==> src/rtl/sfr_pkg.sv <==
package sfr_pkg;
  // strobes from control to FIFO datapath
  typedef struct packed {
    logic push;
    logic pop;
    logic load;
  } fifoCtl_t;

  localparam logic [6:0] CMD_XFER_INFO = 7'h10;
  localparam logic [3:0] IDX_FIFO      = 4'd2;
  localparam logic [3:0] IDX_CMD       = 4'd3;
  localparam logic [3:0] IDX_TARGET    = 4'd4;
endpackage

==> src/rtl/sfr_fifo_dp.sv <==
module sfr_fifo_dp
  import sfr_pkg::*;
#(
  parameter int DEPTH  = 16,
  parameter int DATA_W = 8
) (
  input  logic                       clk,
  input  logic                       rst,
  input  fifoCtl_t                   ctl,
  input  logic [DATA_W-1:0]          wrData,
  input  logic [$clog2(DEPTH+1)-1:0] loadCnt,
  output logic [DATA_W-1:0]          headData,
  output logic [$clog2(DEPTH+1)-1:0] count,
  output logic                       full,
  output logic                       empty
);
  localparam int PTR_W = $clog2(DEPTH);
  localparam int CNT_W = $clog2(DEPTH+1);

  logic [DATA_W-1:0] mem [DEPTH];
  logic [PTR_W-1:0]  rdPtr, wrPtr;

  assign headData = mem[rdPtr];
  assign full     = (count == CNT_W'(DEPTH));
  assign empty    = (count == '0);

  always_ff @(posedge clk) begin
    if (ctl.push) mem[wrPtr] <= wrData;
  end

  always_ff @(posedge clk) begin
    if (rst) begin
      rdPtr <= '0;
      wrPtr <= '0;
      count <= '0;
    end else if (ctl.load) begin
      rdPtr <= '0;
      wrPtr <= '0;
      count <= loadCnt;
    end else if (ctl.push) begin
      wrPtr <= wrPtr + 1'b1;
      count <= count + 1'b1;
    end else if (ctl.pop) begin
      if (count == CNT_W'(1)) begin
        rdPtr <= '0;
        wrPtr <= '0;
      end else begin
        rdPtr <= rdPtr + 1'b1;
      end
      count <= count - 1'b1;
    end
  end

  AST_PUSH_COUNT: assert property (@(posedge clk) disable iff (rst)
    (ctl.push && !ctl.load) |=> count == $past(count) + 1'b1);
  AST_POP_COUNT: assert property (@(posedge clk) disable iff (rst)
    (ctl.pop && !ctl.push && !ctl.load) |=> count == $past(count) - 1'b1);
  AST_PTR_SNAP: assert property (@(posedge clk) disable iff (rst)
    (ctl.pop && !ctl.push && !ctl.load && count == CNT_W'(1)) |=> (rdPtr == '0 && wrPtr == '0));
  AST_LOAD: assert property (@(posedge clk) disable iff (rst)
    ctl.load |=> (count == $past(loadCnt) && rdPtr == '0));
  AST_NO_OVERFLOW: assert property (@(posedge clk) disable iff (rst)
    count <= CNT_W'(DEPTH));
endmodule

==> src/rtl/sfr_ctrl.sv <==
module sfr_ctrl
  import sfr_pkg::*;
#(
  parameter int ADDR_W = 8,
  parameter int DEPTH  = 16
) (
  input  logic                       clk,
  input  logic                       rst,
  input  logic [ADDR_W-1:0]          busAddr,
  input  logic                       busWe,
  input  logic                       busRe,
  input  logic [7:0]                 busWdata,
  output logic [7:0]                 busRdata,
  input  logic                       irqClear,
  input  logic [7:0]                 headData,
  input  logic                       full,
  input  logic                       empty,
  output fifoCtl_t                   ctl,
  output logic [$clog2(DEPTH+1)-1:0] loadCnt,
  output logic                       irq,
  output logic                       dmaMode,
  output logic [6:0]                 cmdCode,
  output logic                       cmdStrobe,
  output logic [15:0]                xferLen,
  output logic [2:0]                 targetId,
  output logic                       overflow
);
  localparam int CNT_W  = $clog2(DEPTH+1);
  localparam int NREG   = 16;

  logic [3:0] idx;
  logic [7:0] regs [NREG];
  logic [7:0] lastPop;
  logic       cmdWrite, tiPio, fifoWr;

  assign idx      = busAddr[5:2];
  assign fifoWr   = busWe && idx == IDX_FIFO;
  assign cmdWrite = busWe && idx == IDX_CMD;
  assign tiPio    = cmdWrite && !busWdata[7] && busWdata[6:0] == CMD_XFER_INFO;

  assign ctl.push = fifoWr && !full;
  assign ctl.pop  = busRe && !busWe && idx == IDX_FIFO && !empty;
  assign ctl.load = tiPio;

  assign xferLen  = {regs[1], regs[0]};
  assign cmdCode  = regs[IDX_CMD][6:0];
  assign loadCnt  = (xferLen > 16'(DEPTH)) ? CNT_W'(DEPTH) : xferLen[CNT_W-1:0];

  function automatic logic keepsWrite(input logic [3:0] i);
    return i == 4'd0 || i == 4'd1 || i == 4'd3 || i == 4'd8 || i >= 4'd11;
  endfunction

  assign busRdata = (idx == IDX_FIFO) ? (empty ? lastPop : headData) : regs[idx];

  always_ff @(posedge clk) begin
    if (rst) begin
      for (int i = 0; i < NREG; i++) regs[i] <= '0;
      targetId  <= '0;
      dmaMode   <= 1'b0;
      cmdStrobe <= 1'b0;
      irq       <= 1'b0;
      overflow  <= 1'b0;
      lastPop   <= '0;
    end else begin
      cmdStrobe <= cmdWrite;
      if (busWe && keepsWrite(idx)) regs[idx] <= busWdata;
      if (busWe && idx == IDX_TARGET) targetId <= busWdata[2:0];
      if (cmdWrite) dmaMode <= busWdata[7];
      if (ctl.pop) lastPop <= headData;
      if (fifoWr && full) overflow <= 1'b1;
      if (ctl.pop || tiPio) irq <= 1'b1;
      else if (irqClear) irq <= 1'b0;
    end
  end

  AST_POP_IRQ: assert property (@(posedge clk) disable iff (rst)
    ctl.pop |=> irq);
  AST_DMA_LATCH: assert property (@(posedge clk) disable iff (rst)
    cmdWrite |=> (dmaMode == $past(busWdata[7]) && cmdStrobe));
  AST_OVF_STICKY: assert property (@(posedge clk) disable iff (rst)
    overflow |=> overflow);
  AST_IRQ_CLEAR: assert property (@(posedge clk) disable iff (rst)
    (irqClear && !ctl.pop && !tiPio) |=> !irq);
endmodule

==> src/rtl/scsi_fifo_regs.sv <==
module scsi_fifo_regs
  import sfr_pkg::*;
#(
  parameter int ADDR_W = 8,
  parameter int DEPTH  = 16
) (
  input  logic                       clk,
  input  logic                       rst,
  input  logic [ADDR_W-1:0]          busAddr,
  input  logic                       busWe,
  input  logic                       busRe,
  input  logic [7:0]                 busWdata,
  output logic [7:0]                 busRdata,
  input  logic                       irqClear,
  output logic                       irq,
  output logic                       dmaMode,
  output logic [6:0]                 cmdCode,
  output logic                       cmdStrobe,
  output logic [15:0]                xferLen,
  output logic [2:0]                 targetId,
  output logic [$clog2(DEPTH+1)-1:0] fifoCount,
  output logic                       overflow
);
  localparam int CNT_W = $clog2(DEPTH+1);

  fifoCtl_t         ctl;
  logic [7:0]       headData;
  logic [CNT_W-1:0] loadCnt;
  logic             full, empty;

  sfr_ctrl #(.ADDR_W(ADDR_W), .DEPTH(DEPTH)) uCtrl (
    .clk(clk), .rst(rst), .busAddr(busAddr), .busWe(busWe), .busRe(busRe),
    .busWdata(busWdata), .busRdata(busRdata), .irqClear(irqClear),
    .headData(headData), .full(full), .empty(empty), .ctl(ctl),
    .loadCnt(loadCnt), .irq(irq), .dmaMode(dmaMode), .cmdCode(cmdCode),
    .cmdStrobe(cmdStrobe), .xferLen(xferLen), .targetId(targetId),
    .overflow(overflow)
  );

  sfr_fifo_dp #(.DEPTH(DEPTH), .DATA_W(8)) uDp (
    .clk(clk), .rst(rst), .ctl(ctl), .wrData(busWdata), .loadCnt(loadCnt),
    .headData(headData), .count(fifoCount), .full(full), .empty(empty)
  );
endmodule

==> config.mk <==
export PLATFORM = sky130hd
export DESIGN_NAME = scsi_fifo_regs
export DESIGN_NICKNAME = d
export VERILOG_FILES = /design/src/rtl/sfr_pkg.sv /design/src/rtl/sfr_fifo_dp.sv /design/src/rtl/sfr_ctrl.sv /design/src/rtl/scsi_fifo_regs.sv
export SDC_FILE = /design/constraint.sdc
export NUM_CORES = 1
export LEC_CHECK = 0
export BUFFER_PORTS_ARGS = -buffer_cell sky130_fd_sc_hd__buf_2
export CORE_MARGIN = 4
export CORE_UTILIZATION = 60
export DETAILED_ROUTE_END_ITERATION = 6
export GPL_ROUTABILITY_DRIVEN = 1
export GPL_TIMING_DRIVEN = 1
export PLACE_DENSITY = 0.78
export SYNTH_ARGS = -nofsm -noshare
export SYNTH_HDL_FRONTEND = slang
export SYNTH_HIERARCHICAL = 1
export SYNTH_SLANG_ARGS = --single-unit
==> constraint.sdc <==
create_clock -name clk -period 4.8 [get_ports clk]
set_clock_uncertainty 0.15 [all_clocks]
set_input_delay 1.44 -clock clk [delete_from_list [all_inputs] [get_ports clk]]
set_output_delay 1.44 -clock clk [all_outputs]
set_load 0.05 [all_outputs]
==> run_results.csv <==
group,metric,value,unit
setup_path,cp-start-kind,"input pin",
die,start_util,61.2,%
detailed_routing,drc,0,
timing,worstMarginPinSlew,0.876,ns
yosys,synthCells,798,
finish,area_growth,14.9,%
min_path,hold_depth,2,
timing,relSlewSlack,41.5,%
setup_path,r2r_end,"uDp/count[4]$_SDFFE_PP0P_",
finish,nNetsFinal,954,
setup_path,end_kind,"primary output",
cts,cts_made_buffers,29,
finish,diodes,0,
global_route,antenna_found_initial,0,
power,pwr-share-seq,51.8,%
place,post_dp_cell_area,13300,µm²
timing,finalSetupTns,0,ns
timing,layout_min_cycle_time,4.72,ns
place,dp_cells,1164,
place,hpwlAfterDp,17.8,mm
timing,fin_crit_sh,98.4,%
global_route,globalRouteTotalUtil,24.0,%
global_route,grt_pass1_wl,42.5,mm
finish,fill_cells,1355,
setup_path,cp_max_fo,10,
cts,cts_setup_buffers,0,
finish,final_cell_area,14300,µm²
finish,seq_area,8330,µm²
timing,hold_violations,0,
yosys,synth_flop_cell,"edfxtp_1",
power,p_switching,1180,µW
setup_path,crit_arrival,3.13,ns
place,pre_cts_ws,0.141,ns
yosys,ys_top_cells_by_area,"edfxtp_1 (62%), dfxtp_1 (5.2%), mux2i_1 (4.9%)",
detailed_routing,drt_first_iter_violations,629,
detailed_routing,via_per_inst,5.84,
cts,holdBufCountCts,0,
finish,drive_gt1_share,21.6,%
timing,rsz0062_at_grt,"no",
setup_path,rrSetupSlack,1.70,ns
power,p_comb_share,6.5,%
detailed_routing,ant_nets,0,
job,maxCapViolations,0,
finish,multi_input_area,3940,µm²
yosys,synth_edf_count,256,
die,die_x,152,µm
die,die_y,152,µm
min_path,min_to,"uCtrl/lastPop[7]$_SDFFE_PP0P_",
yosys,synth_top_area_share,61.9,%
power,p_int,4290,µW
setup_path,crit_required,3.21,ns
detailed_routing,via_count,7117,
global_route,busiest_layer,"met2",
yosys,yosysWarnings,6,
detailed_routing,wl_per_cell,22.6,µm
timing,slew_viol_final,0,
global_route,global_route.usage.met1,31.8,%
setup_path,max_stage_delay,0.58,ns
finish,final_cells,1218,
power,sw_frac_of_total,21.6,%
global_route,grt_max_degree,50,
yosys,synth.cell_area,12400,µm²
cts,clk_pin_slew_worst_paths,0.06,ns
setup_path,crit_type,"input pin to primary output",
detailed_routing,first_pass_iters,5,
cts,root_buffer,"clkbuf_16",
cts,h-tree-depth,1,
timing,finalSetupViolCount,0,
global_route,grt_pass1_vias,7210,
setup_path,slowest_stage,"or3b_2",
cts,cts_tree,"yes",
yosys,seq_area_frac_synth,67.1,%
setup_path,r2r_cells,13,
yosys,synthArstFlopShare,0,%
die,rows,52,
global_route,overflow,0,
outcome,status,"complete, no violations",
yosys,netlist.top_cell.by_area,"edfxtp_1",
yosys,ys_types,57,
yosys,ys_ff_latch,288,
cts,cts_resized,0,
power,leakagePower,0.00533,µW
setup_path,setup.worst_path.start,"busAddr[4]",
finish,final_common_cell,"edfxtp_1",
die,die_area,23100,µm²
setup_path,crit_chain,"buf_2 -> buf_4 -> or3b_2 -> o21ai_0 -> a211o_1 -> a2bb2oi_2 -> buf_2",
finish,final_cell_mix,"edfxtp_1 (256), and2_1 (78), mux2i_1 (61)",
cts,cts.sinks,288,
min_path,min_from,"uCtrl/lastPop[7]$_SDFFE_PP0P_",
cts,clk_latency,0.55,ns
place,io_buffers,59,
global_route,grt_use_met3,4.21,%
min_path,hold_class,"flop to flop",
global_route,use_met2,40.8,%
power,power_density,384,nW/µm²
die,io_pins,64,
power,clockPowerShare,41.7,%
detailed_routing,drt_wl_total,27.5,mm
die,core_area,20300,µm²
yosys,synth_area_per_cell,15.6,µm²
timing,clock.fmax,212,MHz
setup_path,r2r_start,"uDp/count[0]$_SDFFE_PP0P_",
setup_path,cpMostUsedCell,"buf_2",
power,vdd_drop_max,0.313,mV
cts,cts_buffer_depth,3,
place,routabilityCongestion,0.861,
timing,setup_ws,0.0791,ns
==> synthesized netlist by cell type, types with 3 or more instances <==
cell,count
buf_4,13
a2bb2oi_1,8
or2_2,12
nand2b_1,14
nand3_1,5
buf_2,10
nand2_1,35
buf_6,8
mux2i_1,61
o22ai_1,17
edfxtp_1,256
and2_1,78
nor4_1,4
nor4b_1,3
nor3b_1,3
mux2_2,8
clkbuf_1,28
dfxtp_1,32
inv_1,7
a21oi_1,19
ha_1,8
nor2_1,44
nor2b_1,3
mux4_1,18
a22oi_1,17
nand4_1,3
a211o_1,9
nor3_1,8
o21ai_0,11
mux4_2,22
==> worst max-delay path by stage <==
stage                              to  slack, ns
after floorplan           busRdata[6]       0.28
after global placement    busRdata[4]       0.16
after detailed placement  busRdata[6]       0.14
after CTS                 busRdata[3]       0.03
after global routing      busRdata[6]       0.03
final                     busRdata[6]       0.08
==> power by group through the flow <==
stage	Sequential [µW]	Combinational (µW)	Clock [µW]
final	2830	357	2280
after global routing	2840	380	2430
after CTS	2840	357	2320
after detailed placement	2890	355	0
after global placement	2880	351	0
after floorplan	2910	219	0
==> cell type report <==
cell class | count | share of cell area, %
Multi-Input combinational cell | 495 | 27.6
Clock inverter | 22 | 1.61
Clock buffer | 32 | 5.17
Tap cell | 270 | 2.37
Inverter | 8 | 0.211
Timing Repair Buffer | 103 | 4.58
Sequential cell | 288 | 58.4
==> flip-flops by register name, summed over array words and instances (netlist names), named ones only <==
register / flops
uCtrl/regs: 128
uDp/mem: 128
uCtrl/lastPop: 8
uDp/count: 5
uDp/rdPtr: 4
uDp/wrPtr: 4
uCtrl/targetId: 3
uCtrl/cmdStrobe: 1
uCtrl/dmaMode: 1
uCtrl/irq: 1
uCtrl/overflow: 1
==> worst max-delay path: cells and delay by family <==
kind,cells,cell delay (ns)
buffers and inverters,3,0.58
AND/OR/NAND/NOR,1,0.58
AO/OA/AOI/OAI,3,0.52
==> logic make-up after synthesis <==
logic type      share of synthesized area [%]
buf+inv                                  3.27
compound gates                           4.89
simple gates                             10.3
mux                                      13.4
other cells                            0.0302
flops                                    67.1
fa+ha+maj                               0.806
xor+xnor                                0.141
==> through the flow <==
step                total power [µW]  hold WS, ns  util [%]
floorplan                       3130        0.308         -
finish                          5470        0.349      70.3
CTS                             5510        0.345      70.3
detailed placement              3240        0.337      65.5
global route                    5650        0.389      70.3
global placement                3230        0.324      65.5
==> layer usage <==
metal / routed length [µm] / vias to the layer above / share of wire, %
met2: 14200 / 281 / 52
li1: - / 3256 / -
met3: 1890 / 53 / 6.9
met4: 933 / 0 / 3.4
met1: 10500 / 3527 / 38
met5: 0 / - / 0
(Power assumes the default switching activity.)
